===== src/rtl/mcpwm_pkg.sv =====
package mcpwm_pkg;
  typedef logic [1:0] psc_t;
  typedef logic [1:0] relf_t;
  typedef enum logic {ALIGN_EDGE = 1'b0, ALIGN_CENTER = 1'b1} align_e;
endpackage


===== src/rtl/mcpwm_shadow.sv =====
module mcpwm_shadow
  import mcpwm_pkg::*;
#(
  parameter int CNT_W = 8,
  parameter int N_CH  = 3
) (
  input  logic                        clk_i,
  input  logic                        rst_ni,
  input  logic                        start_i,
  input  logic                        reload_i,
  input  logic                        ready_set_i,
  input  logic [CNT_W-1:0]            sh_period_i,
  input  logic [N_CH-1:0][CNT_W-1:0]  sh_cmp_i,
  input  psc_t                        sh_psc_i,
  output logic                        ready_o,
  output logic                        load_o,
  output logic [CNT_W-1:0]            period_o,
  output logic [N_CH-1:0][CNT_W-1:0]  cmp_o,
  output psc_t                        psc_o
);
  logic ready_q;

  assign load_o  = start_i | (reload_i & ready_q);
  assign ready_o = ready_q;

  always_ff @(posedge clk_i or negedge rst_ni) begin
    if (!rst_ni) begin
      ready_q  <= 1'b0;
      period_o <= '0;
      cmp_o    <= '0;
      psc_o    <= '0;
    end else begin
      if (ready_set_i)  ready_q <= 1'b1;
      else if (load_o)  ready_q <= 1'b0;
      if (load_o) begin
        period_o <= sh_period_i;
        cmp_o    <= sh_cmp_i;
        psc_o    <= sh_psc_i;
      end
    end
  end

  assert_ready_clear_R9: assert property (@(posedge clk_i) disable iff (!rst_ni)
    (load_o && !ready_set_i) |=> !ready_o);
  assert_active_hold_R6: assert property (@(posedge clk_i) disable iff (!rst_ni)
    !load_o |=> ($stable(psc_o) && $stable(period_o) && $stable(cmp_o)));
endmodule


===== src/rtl/mcpwm_timebase.sv =====
module mcpwm_timebase
  import mcpwm_pkg::*;
#(
  parameter int CNT_W = 8
) (
  input  logic             clk_i,
  input  logic             rst_ni,
  input  logic             run_i,
  input  align_e           align_i,
  input  logic [CNT_W-1:0] period_i,
  input  psc_t             psc_i,
  input  relf_t            relfreq_i,
  output logic             start_o,
  output logic             running_o,
  output logic [CNT_W-1:0] cnt_o,
  output logic             reload_o
);
  localparam int PRE_W = 3;

  logic             run_q, up_q, up_n, tick, wrap;
  logic [PRE_W-1:0] pre_q, pre_lim, rl_q, rl_lim;
  logic [CNT_W-1:0] cnt_q, nxt;

  assign start_o   = run_i & ~run_q;
  assign running_o = run_q;
  assign cnt_o     = cnt_q;
  assign pre_lim   = PRE_W'((4'd1 << psc_i) - 4'd1);
  assign rl_lim    = PRE_W'((4'd1 << relfreq_i) - 4'd1);
  assign tick      = run_q && (pre_q == pre_lim);
  assign reload_o  = tick && wrap && (rl_q >= rl_lim);

  always_comb begin
    nxt  = cnt_q;
    up_n = up_q;
    if (align_i == ALIGN_CENTER) begin
      if (up_q) begin
        if (cnt_q >= period_i) begin
          nxt  = (cnt_q == '0) ? '0 : cnt_q - 1'b1;
          up_n = (nxt == '0);
        end else begin
          nxt = cnt_q + 1'b1;
        end
      end else begin
        nxt  = cnt_q - 1'b1;
        up_n = (nxt == '0);
      end
      wrap = (nxt == '0) && ((cnt_q != '0) || (period_i == '0));
    end else begin
      wrap = (cnt_q >= period_i);
      nxt  = wrap ? '0 : cnt_q + 1'b1;
      up_n = 1'b1;
    end
  end

  always_ff @(posedge clk_i or negedge rst_ni) begin
    if (!rst_ni) begin
      run_q <= 1'b0;
      up_q  <= 1'b1;
      cnt_q <= '0;
      pre_q <= '0;
      rl_q  <= '0;
    end else begin
      run_q <= run_i;
      if (start_o) begin
        up_q  <= 1'b1;
        cnt_q <= '0;
        pre_q <= '0;
        rl_q  <= '0;
      end else if (run_q) begin
        pre_q <= tick ? '0 : pre_q + 1'b1;
        if (tick) begin
          cnt_q <= nxt;
          up_q  <= up_n;
          if (wrap) rl_q <= (rl_q >= rl_lim) ? '0 : rl_q + 1'b1;
        end
      end
    end
  end

  assert_cnt_range_R4: assert property (@(posedge clk_i) disable iff (!rst_ni)
    running_o |-> (cnt_o <= period_i));
  assert_restart_zero_R10: assert property (@(posedge clk_i) disable iff (!rst_ni)
    start_o |=> (cnt_o == '0));
  assert_hold_between_ticks_R6: assert property (@(posedge clk_i) disable iff (!rst_ni)
    (running_o && !tick && !start_o) |=> $stable(cnt_o));
endmodule


===== src/rtl/mcpwm_pair.sv =====
module mcpwm_pair #(
  parameter int CNT_W = 8
) (
  input  logic             running_i,
  input  logic [CNT_W-1:0] cnt_i,
  input  logic [CNT_W-1:0] cmp_i,
  input  logic             hi_off_i,
  input  logic             lo_off_i,
  output logic             h_o,
  output logic             l_o
);
  logic below;
  assign below = cnt_i < cmp_i;
  assign h_o   = (running_i &&  below) ? ~hi_off_i : hi_off_i;
  assign l_o   = (running_i && !below) ? ~lo_off_i : lo_off_i;
endmodule


===== src/rtl/mcpwm.sv =====
module mcpwm
  import mcpwm_pkg::*;
#(
  parameter int CNT_W = 8,
  parameter int N_CH  = 3
) (
  input  logic                        clk_i,
  input  logic                        rst_ni,
  input  logic                        mc_en_i,
  input  logic                        run_i,
  input  logic                        center_i,
  input  logic                        hi_off_i,
  input  logic                        lo_off_i,
  input  logic [1:0]                  relfreq_i,
  input  logic                        ready_set_i,
  input  logic [CNT_W-1:0]            period_i,
  input  logic [N_CH-1:0][CNT_W-1:0]  cmp_i,
  input  logic [1:0]                  psc_i,
  output logic                        ready_o,
  output logic                        pwm_oe_o,
  output logic [N_CH-1:0]             pwm_h_o,
  output logic [N_CH-1:0]             pwm_l_o
);
  logic                       start, reload, load, running;
  logic [CNT_W-1:0]           cnt, period_act;
  logic [N_CH-1:0][CNT_W-1:0] cmp_act;
  psc_t                       psc_act;
  logic                       oe_q;

  // pads stay high-impedance through reset
  always_ff @(posedge clk_i or negedge rst_ni) begin
    if (!rst_ni) oe_q <= 1'b0;
    else         oe_q <= mc_en_i;
  end
  assign pwm_oe_o = oe_q;

  mcpwm_shadow #(.CNT_W(CNT_W), .N_CH(N_CH)) u_shadow (
    .clk_i, .rst_ni,
    .start_i(start), .reload_i(reload), .ready_set_i,
    .sh_period_i(period_i), .sh_cmp_i(cmp_i), .sh_psc_i(psc_t'(psc_i)),
    .ready_o, .load_o(load),
    .period_o(period_act), .cmp_o(cmp_act), .psc_o(psc_act)
  );

  mcpwm_timebase #(.CNT_W(CNT_W)) u_timebase (
    .clk_i, .rst_ni, .run_i,
    .align_i(align_e'(center_i)), .period_i(period_act),
    .psc_i(psc_act), .relfreq_i(relf_t'(relfreq_i)),
    .start_o(start), .running_o(running), .cnt_o(cnt), .reload_o(reload)
  );

  for (genvar i = 0; i < N_CH; i++) begin : g_pair
    mcpwm_pair #(.CNT_W(CNT_W)) u_pair (
      .running_i(running), .cnt_i(cnt), .cmp_i(cmp_act[i]),
      .hi_off_i, .lo_off_i, .h_o(pwm_h_o[i]), .l_o(pwm_l_o[i])
    );
    assert_zero_duty_R7: assert property (@(posedge clk_i) disable iff (!rst_ni)
      (cmp_act[i] == '0) |-> (pwm_h_o[i] == hi_off_i));
    assert_full_duty_R7: assert property (@(posedge clk_i) disable iff (!rst_ni)
      (running && cmp_act[i] > period_act) |-> (pwm_h_o[i] != hi_off_i));
  end

  assert_idle_off_R3: assert property (@(posedge clk_i) disable iff (!rst_ni)
    !running |-> (pwm_h_o == {N_CH{hi_off_i}} && pwm_l_o == {N_CH{lo_off_i}}));
  assert_complement_R4: assert property (@(posedge clk_i) disable iff (!rst_ni)
    running |-> ((pwm_h_o ^ {N_CH{hi_off_i}}) == ~(pwm_l_o ^ {N_CH{lo_off_i}})));
  assert_disable_tristate_R2: assert property (@(posedge clk_i) disable iff (!rst_ni)
    !mc_en_i |=> !pwm_oe_o);
endmodule


===== config.mk =====
export PLATFORM = sky130hd
export DESIGN_NAME = mcpwm
export DESIGN_NICKNAME = d
export VERILOG_FILES = /design/src/rtl/mcpwm_pkg.sv /design/src/rtl/mcpwm_shadow.sv /design/src/rtl/mcpwm_timebase.sv /design/src/rtl/mcpwm_pair.sv /design/src/rtl/mcpwm.sv
export SDC_FILE = /design/constraint.sdc
export NUM_CORES = 1
export LEC_CHECK = 0
export BUFFER_PORTS_ARGS = -buffer_cell sky130_fd_sc_hd__buf_2
export CORE_MARGIN = 3
export CORE_UTILIZATION = 53
export DETAILED_ROUTE_END_ITERATION = 16
export GPL_TIMING_DRIVEN = 0
export PLACE_DENSITY_LB_ADDON = 0.3
export SLEW_MARGIN = 20
export SYNTH_ARGS = -nofsm -noshare
export SYNTH_HDL_FRONTEND = slang
export SYNTH_SLANG_ARGS = --single-unit

===== constraint.sdc =====
create_clock -name clk_i -period 3.3 [get_ports clk_i]
set_clock_uncertainty 0.1 [all_clocks]
set_input_delay 0.495 -clock clk_i [delete_from_list [all_inputs] [get_ports clk_i]]
set_output_delay 0.495 -clock clk_i [all_outputs]
set_load 0.02 [all_outputs]

After elaboration in Yosys (flattened, before gate mapping)
Index checks and enable logic that the tools add are counted.

Add/sub/neg operators: 6. Multiply operators: 0. Divide/modulo/power cells: 0. $lt $le $gt $ge: 5. Equal/unequal tests: 1. Shift-type cells: 2. Muxes and demuxes: 32. Bitwise operators: 6. Reduce and logical (&&, ||, !) cells: 26.

Operators with widths (count): $mux 8 (9); $logic_not 8->1 (5); $lt 8x8->1 (3); $mux 3 (8); $mux 1 (15); $logic_and 1x1->1 (10); $add 8x1->8 const B (1); $ge 8x8->1 (1); $reduce_bool 2->1 (4); $reduce_bool 8->1 (1); $sub 8x1->8 const B (1); $add 3x1->3 const B (2); $shl 1x2->3 const A (2); $sub 3x1->3 const B (2); $eq 3x3->1 (1); $ge 3x3->1 (1); $logic_not 1->1 (3); $not 1->1 (3); $reduce_and 3->1 (1); $and 1x1->1 (2); $reduce_and 2->1 (1); $logic_or 1x1->1 (1); $or 1x1->1 (1).

Bits in registers: 52. Bits in latches: 0. Bits in writable memories: 0. ROM bits: 0. Input bits: 44. Output and inout port bits: 8. Logic and storage cells: 90. Memories kept: 0.

Logic depth before layout (Yosys ltp)
Depth after elaboration: 14. Depth in mapped cells: 12. Depth with buffers taken out: 10.

By module
Synthesis repeated with hierarchy kept, for this count alone.

Cells, all modules: 373. Area, all modules: 3973.8 sq um.

Modules (own cells, without submodules): mcpwm_timebase (instances 1, cells each 215, area an instance 1788.0 sq um, sequential area each 401.6 sq um); mcpwm_shadow (instances 1, cells each 76, area an instance 1443.9 sq um, sequential area each 875.8 sq um); mcpwm_pair (instances 3, cells each 27, area an instance 239.0 sq um, sequential area each 0.0 sq um); mcpwm (instances 1, cells each 1, area an instance 25.0 sq um, sequential area each 25.0 sq um).

Worst setup path before layout
No wires, ideal clock.

Kind: register to register. Start point: reg u_timebase.cnt_q[0], in the netlist u_timebase.cnt_o[0]. End point: reg u_shadow.cmp_o[0] (netlist name). Setup time: 0.125 ns. Arrival time: 2.876 ns. Required time: 3.075 ns. Slack: 0.199 ns. Stages on the path, launching flop included: 12. Path buffers: 1. Clock period less this slack: 3.101 ns. Path through: dfrtp_1 -> inv_1 -> ha_1 -> nor2b_1 -> o211ai_4 -> a211oi_4 -> mux2_4 -> a22o_4 -> a31oi_4 -> o21ai_4 -> buf_12 -> mux2_4.

Word-level cells in the longest chain between the ends: 12. Elaborated cells on any way between the ends: 17. Classes of those cells: add/sub (2); order compare (1); mux (5); bitwise (2); reduce/logical (7).

RTL lines: start: declaration (line mcpwm_timebase.sv:22) `logic [CNT_W-1:0] cnt_q, nxt;`; start signal: assignment (line mcpwm_timebase.sv:72) `cnt_q <= nxt;`; $sub 8x1->8 / $logic_not 8->1 (equally long branches) (line mcpwm_timebase.sv:38, mcpwm_timebase.sv:44); $mux 8 (line mcpwm_timebase.sv:38) `nxt = (cnt_q == '0) ? '0 : cnt_q - 1'b1;`; $mux 8 (line mcpwm_timebase.sv:37) `if (cnt_q >= period_i) begin`; $mux 8 (line mcpwm_timebase.sv:36) `if (up_q) begin`; $mux 8 (line mcpwm_timebase.sv:35) `if (align_i == ALIGN_CENTER) begin`; $logic_not 8->1 (line mcpwm_timebase.sv:47) `wrap = (nxt == '0) && ((cnt_q != '0) || (period_i == '0));`; $logic_and 1x1->1 (line mcpwm_timebase.sv:47); $mux 1 (*) (line mcpwm_timebase.sv:35); $logic_and 1x1->1 (*) (2 in series) (line mcpwm_timebase.sv:30) `assign reload_o = tick && wrap && (rl_q >= rl_lim);`; $and 1x1->1 (*) (line mcpwm_shadow.sv:23) `assign load_o = start_i | (reload_i & ready_q);`; $or 1x1->1 (*) (line mcpwm_shadow.sv:23); end signal: assignment (line mcpwm_shadow.sv:37) `cmp_o <= sh_cmp_i;`; end: declaration (line mcpwm_shadow.sv:18) `output logic [N_CH-1:0][CNT_W-1:0] cmp_o,`.

Mark *: on every way between the ends. The rest lies on a longest branch, timed or not. The select of a mux whose other input is x is not followed. A chain may end at the register's enable or synchronous reset.

Worst setup path after layout
Same ends and word-level chain as after synthesis.

==> metrics <==
kind of end point of the critical path flip-flop; number of hold violations in the final report 0; most area-hungry cell type in the Yosys netlist sky130_fd_sc_hd__dfrtp_1; launching point of the worst reg2reg path u_timebase.cnt_o[0]; Lkg Pwr 2.39 nW; worst-margin pin slew 0.794 ns; clock period minus worst slack 3.26 ns; total gr overflow 0; number of max-cap violations 0; main combinational cell family by area after synthesis compound AO/OA/AOI/OAI gates; total number of vias 3,231; H-tree Lvls 2; Worst Slack Setup Final 0.0429 ns; Initial Utilization 55.4%; outcome finished, final reports clean; number of detailed-route iterations in the first pass 4; simple-gate portion of the synthesized area 13.4%; Std-Cell Core Area 7330 µm²; global-route total usage across every layer 21.9%; sequential share of the synthesized area 32.1%; synthesized-area fraction occupied by adder cells 11.7%; crit path max fanout 10; DP Worst Slack -0.195 ns; count of flip-flops with a built-in enable after synthesis 0; number of nets still failing antenna checks after routing 0; total inserted antenna cells 0; largest net degree at the start of global routing 53; Slew Limit Headroom 46.6%; # clock sinks 52; post-synthesis register bit count 52; Placer Congestion 0.948; distinct cell type count after synthesis between 60 and 70; Total Wirelength 9.41 mm; Clk Latency, worst-skew pair roughly 0.31 ns; number of DRC markers after the initial detailed-route iteration 137; average vias per placed instance 5.63; Routed WL per cell 16.4 µm; met3 layer usage reported by global route 3.38%; mux cell area share after synthesis 13.1%; initial antenna violation count 0; type of the setup path with the least slack reg2reg; Power Density 519 nW/µm²; warning count from the yosys run 0; dominant cells by area after synthesis sky130_fd_sc_hd__dfrtp_1, sky130_fd_sc_hd__ha_1, sky130_fd_sc_hd__mux2_4; share of layout cells above drive strength 1 approximately a third; via count of the first global-routing pass 3,306; synthesized instance count 403; non-filler cells, final 574; wire length of the first global-routing pass 15.4 mm; Fmax 0.307 GHz; leading cell type in the layout, fill and taps excluded sky130_fd_sc_hd__buf_2; compound-cell area share of the yosys netlist a little under a fifth; die height 93.5 µm; relative area change from synthesis to final layout 18.0%; classification of the worst-slack hold path in2async; dpl cells roughly 550; average size of a mapped cell 10.1 µm²; Clock transition at path regs 0.10 ns; clock root buffer sky130_fd_sc_hd__clkbuf_8; Register-to-Register Path Depth 12; Synth Flop Type sky130_fd_sc_hd__dfrtp_1; worst ir drop on vdd 0.283 mV; nets@finish 556; drc violations 0; die width 93.5 µm; fraction of synthesized cell area in xor and xnor cells 2.59%; Synth top area share roughly a third; met1 capacity usage during global routing 29.3%; Post-DP HPWL 6.79 mm; most utilized layer in the global route result met2; commonest cells after routing, fill and taps aside sky130_fd_sc_hd__buf_2, sky130_fd_sc_hd__inv_1, sky130_fd_sc_hd__dfrtp_1; Fillers 603; post-route fraction of the period consumed by the critical path 98.7%; number of I/O pins 52; number of nets produced by synthesis 485; number of buffers added on ports 49; number of slew-limit violations in the final report 0; Critical path origin u_timebase.cnt_o[0]; Data required, critical path 3.38 ns; total clock buffers created by CTS 5; Worst Path Arrival 3.34 ns; terminus of the critical flop-to-flop path u_shadow.cmp_o[0]; register-to-register setup slack about 0.043 ns; count of endpoints failing setup in the final report 0; Post-Synthesis Cell Area 4060 µm²; # rows 31; Die Outline Area 8750 µm²; CP startpoint kind flip-flop; TritonCTS clock tree built; ys async rst share 100%; number of buffers on the longest clock path 2; met2 usage in global routing 37.2%
worst max-delay path by stage:
stage	endpoint	depth (start not counted)
floorplan	u_shadow.cmp_o[0]	11
detailed placement	u_shadow.cmp_o[5]	11
global route	pwm_h_o[0]	10
CTS	pwm_l_o[2]	10
global placement	u_shadow.cmp_o[9]	11
finish	u_shadow.cmp_o[0]	12
synthesized netlist by cell type (all sizes together) (2+ instances only):
cell,count
inv,43
and4,2
mux2,37
a211oi,3
xnor2,7
a21oi,19
nand3,10
nor4b,3
nand4,2
and3,6
nor2b,8
nor3,7
nand2,23
nand2b,6
a311o,4
or4b,2
a2bb2oi,2
a21o,12
a22oi,3
nor2,22
clkbuf,3
o21a,3
o21ai,18
o221ai,2
a211o,6
a22o,4
buf,20
a32o,2
ha,38
dfrtp,51
xor2,5
nand3b,3
nor4,3
o32ai,2
o211ai,6
sequential cells by signal (all words and copies together), names as in the netlist:
name	cells
u_timebase.up_q	1
u_shadow.cmp_o	24
pwm_oe_o	1
u_timebase.rl_q	3
u_shadow.psc_o	2
u_timebase.pre_q	3
u_shadow.period_o	8
u_timebase.running_o	1
u_timebase.cnt_o	8
u_shadow.ready_o	1
repair_timing:
item / in CTS / in global routing
hold buffers: 0 / 0
setup buffers: 8 / 8
setup endpoints to repair: 40 / 39
pin swaps: 4 / 22
resized for setup: 10 / 21
cells by family (layout without fill, tap and decap cells):
kind of cell | count (synthesis) | after routing
AND/OR/NAND/NOR | 101 | 101
AO/OA/AOI/OAI | 97 | 97
buffers and inverters | 66 | 138
flip-flops | 52 | 52
adder cells (fa/ha/maj) | 38 | 38
multiplexers | 37 | 37
XOR/XNOR | 12 | 12
power breakdown:
part / internal, mW / switching, mW
clock network: 0.171 / 0.218
logic: 0.606 / 0.644
registers: 0.735 / 0.114
total: 1.51 / 0.976
critical path: stages, from the launching register on:
cell	delay, ns
sky130_fd_sc_hd__dfrtp_2	0.47
sky130_fd_sc_hd__inv_1	0.15
sky130_fd_sc_hd__ha_1	0.26
sky130_fd_sc_hd__nor2b_2	0.21
sky130_fd_sc_hd__o211ai_4	0.13
sky130_fd_sc_hd__a211oi_4	0.35
sky130_fd_sc_hd__mux2_4	0.34
sky130_fd_sc_hd__a22o_4	0.27
sky130_fd_sc_hd__a31oi_4	0.18
sky130_fd_sc_hd__o21ai_4	0.09
sky130_fd_sc_hd__buf_12	0.15
sky130_fd_sc_hd__buf_12	0.15
sky130_fd_sc_hd__mux2_4	0.30
routing by layer:
metal  vias to the layer above  wire length, µm
met5                         -                0
met4                         0              103
met3                        15              457
met2                        81             4700
met1                      1557             4150
li1                       1578                -
through the flow:
stage               area, µm²  utilization, %  power [mW]  hold WS (ns)  setup TNS, ns
detailed placement       4430            60.5        1.97         0.392          -5.72
finish                   4790            65.4        2.49         0.120              0
floorplan                4060               -        1.70        0.0994              0
global route             4790            65.4        2.68         0.169         -0.127
CTS                      4620            63.0        2.42         0.154         -0.102
global placement         4430            60.4        1.94         0.395          -4.99
cell type report:
type / instances / area (µm²) / share of cell area (%)
clock inverters: 1 / 7.51 / 0.157
inverters: 43 / 161 / 3.37
well taps: 99 / 124 / 2.58
repair buffers: 65 / 392 / 8.17
flip-flops and latches: 52 / 1310 / 27.4
multi-input cells: 285 / 2540 / 52.9
clock buffers: 7 / 86.3 / 1.80
plain buffers: 22 / 173 / 3.60
No activity file was read; power rests on OpenSTA's default activity.
